$ cat src/rtl/psd_pkg.sv
package psd_pkg;
  parameter int unsigned N_W   = 11;
  parameter int unsigned A_W   = 7;
  parameter int unsigned MIN_N = 3;

  typedef struct packed {
    logic           hi;
    logic [N_W-1:0] n;
    logic [A_W-1:0] a;
  } psd_cfg_t;
endpackage

$ cat src/rtl/psd_cfg_stage.sv
module psd_cfg_stage
  import psd_pkg::*;
(
  input  logic     clk,
  input  logic     rst_n,
  input  logic     load_i,
  input  psd_cfg_t req_i,
  output psd_cfg_t stg_o,
  output logic     err_o
);
  psd_cfg_t stg_q;
  logic     req_ok;

  // legal: N not below the minimum and A strictly under N
  always_comb begin
    req_ok = (req_i.n >= N_W'(MIN_N)) && (N_W'(req_i.a) < req_i.n);
  end

  always_ff @(posedge clk or negedge rst_n) begin
    if (!rst_n) begin
      stg_q.hi <= 1'b0;
      stg_q.n  <= N_W'(MIN_N);
      stg_q.a  <= '0;
      err_o    <= 1'b0;
    end else if (load_i) begin
      if (req_ok) begin
        stg_q <= req_i;
        err_o <= 1'b0;
      end else begin
        err_o <= 1'b1;
      end
    end
  end

  assign stg_o = stg_q;

  p_staged_legal_r5: assert property (@(posedge clk) disable iff (!rst_n)
    (stg_q.n >= N_W'(MIN_N)) && (N_W'(stg_q.a) < stg_q.n));
  p_refused_kept_r6: assert property (@(posedge clk) disable iff (!rst_n)
    (load_i && !req_ok) |=> ($stable(stg_q) && err_o));
  p_accept_clears_r7: assert property (@(posedge clk) disable iff (!rst_n)
    (load_i && req_ok) |=> !err_o);
endmodule

$ cat src/rtl/psd_prescaler.sv
module psd_prescaler #(
  parameter int unsigned P_LO = 8,
  parameter int unsigned P_HI = 64
) (
  input  logic clk,
  input  logic rst_n,
  input  logic reload_hi_i,
  input  logic reload_ext_i,
  output logic tc_o
);
  localparam int unsigned PC_W = $clog2(P_HI + 1);

  logic [PC_W-1:0] pcnt_q;
  logic [PC_W-1:0] base;
  logic [PC_W-1:0] reload_val;

  // counts modulus-1 down to 0; modulus is P or P+1
  always_comb begin
    base       = reload_hi_i ? PC_W'(P_HI) : PC_W'(P_LO);
    reload_val = reload_ext_i ? base : base - 1'b1;
  end

  assign tc_o = (pcnt_q == '0);

  always_ff @(posedge clk or negedge rst_n) begin
    if (!rst_n)    pcnt_q <= PC_W'(P_LO - 1);
    else if (tc_o) pcnt_q <= reload_val;
    else           pcnt_q <= pcnt_q - 1'b1;
  end

  p_pcnt_bound_r2: assert property (@(posedge clk) disable iff (!rst_n)
    pcnt_q <= PC_W'(P_HI));
  p_steps_down_r1: assert property (@(posedge clk) disable iff (!rst_n)
    (pcnt_q != '0) |=> (pcnt_q == PC_W'($past(pcnt_q) - 1'b1)));
endmodule

$ cat src/rtl/psd_swallow_ctrl.sv
module psd_swallow_ctrl
  import psd_pkg::*;
(
  input  logic     clk,
  input  logic     rst_n,
  input  logic     tc_i,
  input  psd_cfg_t stg_i,
  output logic     end_o,
  output logic     next_hi_o,
  output logic     next_ext_o
);
  logic [N_W-1:0] ncnt_q, ncnt_d;
  logic [A_W-1:0] scnt_q, scnt_d;
  logic           hi_q, hi_d;
  logic           last;

  // ncnt: prescaler periods left including current
  // scnt: lengthened periods left including current
  assign last  = (ncnt_q == N_W'(1));
  assign end_o = tc_i && last;

  always_comb begin
    ncnt_d = ncnt_q;
    scnt_d = scnt_q;
    hi_d   = hi_q;
    if (tc_i) begin
      if (last) begin
        ncnt_d = stg_i.n;
        scnt_d = stg_i.a;
        hi_d   = stg_i.hi;
      end else begin
        ncnt_d = ncnt_q - 1'b1;
        if (scnt_q != '0) scnt_d = scnt_q - 1'b1;
      end
    end
  end

  assign next_hi_o  = hi_d;
  assign next_ext_o = (scnt_d != '0);

  always_ff @(posedge clk or negedge rst_n) begin
    if (!rst_n) begin
      ncnt_q <= N_W'(MIN_N);
      scnt_q <= '0;
      hi_q   <= 1'b0;
    end else begin
      ncnt_q <= ncnt_d;
      scnt_q <= scnt_d;
      hi_q   <= hi_d;
    end
  end

  p_swallow_below_main_r6: assert property (@(posedge clk) disable iff (!rst_n)
    N_W'(scnt_q) < ncnt_q);
  p_main_nonzero_r1: assert property (@(posedge clk) disable iff (!rst_n)
    ncnt_q != '0);
  p_mode_holds_r2: assert property (@(posedge clk) disable iff (!rst_n)
    !end_o |=> $stable(hi_q));
endmodule

$ cat src/rtl/psd_divider.sv
module psd_divider #(
  parameter int unsigned P_LO = 8,
  parameter int unsigned P_HI = 64
) (
  input  logic        clk_vco,
  input  logic        rst_n,
  input  logic        cfg_load,
  input  logic [10:0] cfg_n,
  input  logic [6:0]  cfg_a,
  input  logic        cfg_mode_hi,
  output logic        div_pulse,
  output logic        cfg_err
);
  import psd_pkg::*;

  psd_cfg_t req, stg;
  logic     pre_tc, cyc_end, nxt_hi, nxt_ext;

  assign req.hi = cfg_mode_hi;
  assign req.n  = cfg_n;
  assign req.a  = cfg_a;

  psd_cfg_stage u_stage (
    .clk    (clk_vco),
    .rst_n  (rst_n),
    .load_i (cfg_load),
    .req_i  (req),
    .stg_o  (stg),
    .err_o  (cfg_err)
  );

  psd_prescaler #(.P_LO(P_LO), .P_HI(P_HI)) u_pre (
    .clk          (clk_vco),
    .rst_n        (rst_n),
    .reload_hi_i  (nxt_hi),
    .reload_ext_i (nxt_ext),
    .tc_o         (pre_tc)
  );

  psd_swallow_ctrl u_ctrl (
    .clk        (clk_vco),
    .rst_n      (rst_n),
    .tc_i       (pre_tc),
    .stg_i      (stg),
    .end_o      (cyc_end),
    .next_hi_o  (nxt_hi),
    .next_ext_o (nxt_ext)
  );

  always_ff @(posedge clk_vco or negedge rst_n) begin
    if (!rst_n) div_pulse <= 1'b0;
    else        div_pulse <= cyc_end;
  end

  p_pulse_single_r4: assert property (@(posedge clk_vco) disable iff (!rst_n)
    div_pulse |=> !div_pulse);
  p_pulse_from_end_r1: assert property (@(posedge clk_vco) disable iff (!rst_n)
    cyc_end |=> div_pulse);
endmodule

$ cat config.mk
export PLATFORM = sky130hd
export DESIGN_NAME = psd_divider
export DESIGN_NICKNAME = d
export VERILOG_FILES = /design/src/rtl/psd_pkg.sv /design/src/rtl/psd_cfg_stage.sv /design/src/rtl/psd_prescaler.sv /design/src/rtl/psd_swallow_ctrl.sv /design/src/rtl/psd_divider.sv
export SDC_FILE = /design/constraint.sdc
export NUM_CORES = 1
export LEC_CHECK = 0
export BUFFER_PORTS_ARGS = -buffer_cell sky130_fd_sc_hd__buf_2
export CAP_MARGIN = 20
export CORE_MARGIN = 4
export CORE_UTILIZATION = 41
export CTS_BUF_LIST = sky130_fd_sc_hd__clkbuf_4 sky130_fd_sc_hd__clkbuf_8
export DETAILED_ROUTE_END_ITERATION = 6
export GPL_ROUTABILITY_DRIVEN = 0
export GPL_TIMING_DRIVEN = 0
export SLEW_MARGIN = 20
export SYNTH_ARGS = -nofsm -noshare
export SYNTH_HDL_FRONTEND = slang
export SYNTH_SLANG_ARGS = --single-unit
$ cat constraint.sdc
create_clock -name clk_vco -period 7.4 [get_ports clk_vco]
set_input_delay 0.74 -clock clk_vco [delete_from_list [all_inputs] [get_ports clk_vco]]
set_output_delay 0.74 -clock clk_vco [all_outputs]
set_load 0.005 [all_outputs]
# Yosys cells after proc, flatten, opt, wreduce, memory -nomap -nowiden
# Index checks and enable logic that the tools add are counted.
# totals
out_inout_bits	2
ff_bits	47
# op_classes
reduce_logical	6
eq_ne	1
order_cmp	2
addsub	4
muxes	10
# ops
operator	count
$mux 7	6
$sub 7x1->7 const B	3
$reduce_bool 7->1	2
$eq 11x1->1 const B	1
$ge 11x2->1 const B	1
$lt 7x11->1	1
$mux 11	1
$sub 11x1->11 const B	1
$logic_not 7->1	1
$mux 1	3
$logic_and 1x1->1	2
$reduce_and 2->1	1

# Longest topological paths before layout
# depth
depth_word	7
mapped_depth	13

# Cells and area by module
# A second synthesis with hierarchy kept.
# unflattened
hier_cells	295
hier_area_um2	2946.6
# by_module_without_submodules
mod	seq_area_each_um2	n_inst	cells_each	area_per_inst_um2
psd_cfg_stage	503.0	1	125	1370.1
psd_swallow_ctrl	478.0	1	128	1141.1
psd_prescaler	178.9	1	41	410.4
psd_divider	25.0	1	1	25.0

# Worst setup path after synthesis
# No wires, ideal clock.
# synth_timing
path_type	register to register
startpoint	register u_pre.pcnt_q[3]
endpoint	register u_pre.pcnt_q[6]
t_arrival_ns	2.493
setup_time_ns	0.143
path_slack_ns	4.764
stages_incl_launch_ff	12
n_path_buf	1
cell_sequence	dfrtp_1 -> or4_1 -> buf_2 -> o31ai_2 -> a211oi_1 -> o32a_1 -> nor2_1 -> nand3_1 -> ha_1 -> mux2_2 -> a21oi_1 -> a31oi_1
# synth_between
elab_chain_len	6
# synth_rtl
element	line	source
start, declared	psd_prescaler.sv:13	logic [PC_W-1:0] pcnt_q;
start signal, assigned	psd_prescaler.sv:26	if (!rst_n) pcnt_q <= PC_W'(P_LO - 1);
start signal, assigned	psd_prescaler.sv:27	else if (tc_o) pcnt_q <= reload_val;
start signal, assigned	psd_prescaler.sv:28	else pcnt_q <= pcnt_q - 1'b1;
$logic_not 7->1	psd_prescaler.sv:23	assign tc_o = (pcnt_q == '0);
$mux 1	psd_swallow_ctrl.sv:26	if (tc_i) begin
$mux 7	psd_prescaler.sv:19	base = reload_hi_i ? PC_W'(P_HI) : PC_W'(P_LO);
$sub 7x1->7	psd_prescaler.sv:20	reload_val = reload_ext_i ? base : base - 1'b1;
$mux 7	psd_prescaler.sv:20	
$mux 7 (*)	psd_prescaler.sv:27	
# Mark *: on every way between the ends. The rest lies on a longest branch, timed or not.
# A chain may end at the register's enable or synchronous reset.

# Worst setup path in the final report
# layout_timing
startpoint	register u_ctrl.ncnt_q[7]
endpoint	register u_pre.pcnt_q[6]
# layout_between
elab_chain_len	7
# layout_rtl
element	line	source
start, declared	psd_swallow_ctrl.sv:12	logic [N_W-1:0] ncnt_q, ncnt_d;
start signal, assigned	psd_swallow_ctrl.sv:43	ncnt_q <= N_W'(MIN_N);
start signal, assigned	psd_swallow_ctrl.sv:47	ncnt_q <= ncnt_d;
$eq 11x1->1 (*)	psd_swallow_ctrl.sv:19	assign last = (ncnt_q == N_W'(1));
$mux 1	psd_swallow_ctrl.sv:27	if (last) begin
$mux 1	psd_swallow_ctrl.sv:26	
$mux 7	psd_prescaler.sv:19	
$sub 7x1->7	psd_prescaler.sv:20	
$mux 7 (*)	psd_prescaler.sv:20	
$mux 7 (*)	psd_prescaler.sv:27	
# Marks and branches as above.

==> impl_results.md <==
- VDD IR max: 0.0884 mV
- Synth Area in Compound Gates: 0.268
- Layout net count: 434
- GRT Util Overall: 0.202
- Setup Buffers After CTS: 0
- TritonCTS Buffers: 5
- Starting Density: 0.431
- Synth top area share: 0.315
- Die area: 9210 um^2
- Std-Cell Rows: 31
- Wire length of the first global-routing pass: 14600 um
- WL per Instance: 17.3 um
- Async SR Flop Fraction: 1.00
- Synth Area in Simple Gates: 0.179
- Fin. Hold Viols: 0
- Final HPWL DP: 6160 um
- Mapped Cells: 369
- Setup TNS: 0 ns
- Clock skew: 0.00856 ns
- Area delta synth->final: 11.2%
- Crit. End Element: register
- Leak pwr: 0.00150 uW
- Arrival @ worst endpoint: 3.06 ns
- Clock sinks: 47
- Chip height: 96.0 um
- DR iter-0 viols: 201
- Yosys reg bits: 47
- Synth Flop Type: dfrtp_1
- Share of cells above drive strength 1: 0.143
- Area leader, netlist: dfrtp_1
- Power Dens Cells: 160 nW/um^2
- Synth Cell Area: 3170 um^2
- CTS tree: done
- Synth Area per Inst: 8.60 um^2
- Routed Antenna Nets: 0
- Cell Count, Final, Fillers Out: 498
- CTS H-tree lvls: 2
- Hold-fix buffers at CTS: 0
- Remaining Overflow, GRT: 0
- Antenna diodes: 0
- Post-synthesis mux area share: 0.0296
- Largest net degree at the start of global routing: 48
- Crit path required time: 7.58 ns
- Total number of vias: 2987
- DP Cell Count: 490
- Part of the cycle the worst path needs: 0.390
- Total power draw: 564 uW
- Max clock buf depth: 2
- Synthesis Warnings: 0
- DR vias/cell: 6.00
- Area contributors post-synth: dfrtp_1 (32%), dfstp_2 (5.8%), ha_1 (5.5%)
- Clock-pin transition on the worst setup and hold timing paths: 0.09 ns
- CP startpoint kind: register
- Die Wd: 96.0 um
- Achievable Freq: 347 MHz
- Max_cap viols: 0
- Worst rel slew slack: 0.586
- Synthesized Nets: 405
- DRC: 0
- Initial antenna violation count: 0
- Adder-cell share of the synthesized area: 0.0552
- Number of synthesized flops with an enable pin: 0
- Clk_lat worst skew: 0.31 ns
- Pre-Repair DR Iteration Count: 5
- Xor/xnor share of the synthesized area: 0.0110
- Post-Route Utilization: 0.479
- RSZ-0062 raised after global routing: false
- Ports: 24
- Class of the worst hold path: input port to async pin
- Max-slew violations: 0
- Largest family of logic cells by synthesized area: compound AO/OA/AOI/OAI gates
- Port bufs: 22
- Max FO, Critical Path: 8
- Tmin final: 2.88 ns
- Synth unique cells: 54
- Final Setup Violations: 0
- Post_cts resized: 0
- Status: complete, no violations
- Slew @ Worst Pin: 0.620 ns
- Seq/Total Area, Yosys: 0.373
- CP Class: register to register
- Clock Root Buffer: clkbuf_8
- Vias in the first global route: 2902
- Core area: 7370 um^2
- DRT Wirelength: 8600 um
-- cells by family (layout without fill, tap and decap cells) --
| logic type | count (synthesis) | after routing |
|---|---|---|
| AOI/OAI and AO/OA | 127 | 127 |
| xor gates and xnor gates | 4 | 4 |
| adders and majority gates | 14 | 14 |
| buffers and inverters | 60 | 90 |
| DFF | 47 | 47 |
| muxes | 9 | 9 |
| and+or+nand+nor | 108 | 108 |
-- layout make-up --
cell class / instances / area [um^2]
well taps: 99 / 124
multi-input cells: 262 / 1720
clock inverters: 2 / 35.0
inverters: 33 / 124
flip-flops and latches: 47 / 1180
clock buffers: 6 / 82.6
fillers: 750 / 3840
plain buffers: 27 / 140
repair buffers: 22 / 113
-- worst max-delay path, cell delays in order, from the launching register on --
cell and delay [ns]:
dfrtp_1 0.45, nor3_2 0.35, nand4_1 0.43, mux2_2 0.45
a211oi_4 0.28, nand3_1 0.11, ha_1 0.20, mux2_2 0.26
a21oi_1 0.15, a31oi_1 0.06
-- state kept, by name, indices dropped and copies added, names as in the netlist --
register,count
u_stage.stg_o,19
u_ctrl.ncnt_q,11
u_ctrl.scnt_q,7
u_pre.pcnt_q,7
div_pulse,1
u_ctrl.hi_q,1
u_stage.err_o,1
-- power by group --
part           switching [uW]  internal [uW]  total (uW)
combinational            46.8           26.6        73.5
sequential               17.5            272         289
clock                    92.1            109         202
-- routing by layer --
metal	GRT usage	share of wire
met5	0	0
met1	0.286	0.47
met2	0.319	0.47
met4	0.0604	0.018
met3	0.0281	0.045
-- synthesized netlist by cell type, types with 2 or more instances --
master,number
o22ai_1,20
nor2b_1,2
dfrtp_1,40
nand2b_1,2
mux2i_1,6
a221o_1,2
nand3_1,4
a22oi_1,4
o31ai_1,3
a211oi_1,2
nor2_1,18
xnor2_1,3
o32a_1,2
nor3b_1,2
nand4_1,17
dfstp_2,7
mux2_2,3
a31oi_1,19
o21ai_0,28
ha_1,14
or4_1,2
nand2_1,36
nor4_1,6
nor3_1,7
o311ai_0,15
a21oi_1,17
and3_1,3
a21o_1,3
inv_1,33
clkbuf_1,19
buf_4,4
a32oi_1,2
buf_6,3
-- metrics by stage --
| stage | worst slack (ns) | hold slack [ns] | area [um^2] |
|---|---|---|---|
| 5_1_grt | 4.38 | 0.498 | 3530 |
| 3_3_place_gp | 4.48 | 0.494 | 3410 |
| 2_1_floorplan | 4.76 | 0.444 | 3170 |
| 4_1_cts | 4.52 | 0.534 | 3520 |
| 6_report | 4.52 | 0.447 | 3530 |
| 3_5_place_dp | 4.45 | 0.520 | 3410 |
-- path summary, 6_finish.rpt --
path                                  start                 to  slack [ns]  depth (start not counted)
setup / recovery           u_ctrl.ncnt_q[7]    u_pre.pcnt_q[6]        4.52                          9
setup reg to reg           u_ctrl.ncnt_q[7]    u_pre.pcnt_q[6]        4.52                          9
min in group clk_vco          u_stage.err_o      u_stage.err_o        0.53                          2
hold / removal                        rst_n  u_ctrl.ncnt_q[10]        0.45                          1
max in group asynchronous             rst_n   u_ctrl.scnt_q[6]        6.54                          1
hold reg to reg               u_stage.err_o      u_stage.err_o        0.53                          2
-- cells in the final DEF, fill, tap and decap left out, types with 3 or more instances in the layout --
| master | n |
|---|---|
| clkbuf_1 | 19 |
| nand4_1 | 17 |
| o311ai_0 | 15 |
| clkbuf_8 | 6 |
| and3_1 | 3 |
| nand2_1 | 36 |
| nor3_1 | 7 |
| nor4_1 | 6 |
| o21ai_0 | 28 |
| a21oi_1 | 17 |
| nand3_1 | 4 |
| mux2i_1 | 6 |
| dfrtp_1 | 40 |
| mux2_2 | 3 |
| xnor2_1 | 3 |
| buf_4 | 5 |
| inv_1 | 33 |
| buf_6 | 3 |
| nor2_1 | 18 |
| a21o_1 | 3 |
| o22ai_1 | 20 |
| a31oi_1 | 19 |
| dfstp_2 | 7 |
| a22oi_1 | 4 |
| o31ai_1 | 3 |
| ha_1 | 14 |
| buf_2 | 22 |
No activity file was read; power rests on OpenSTA's default activity.
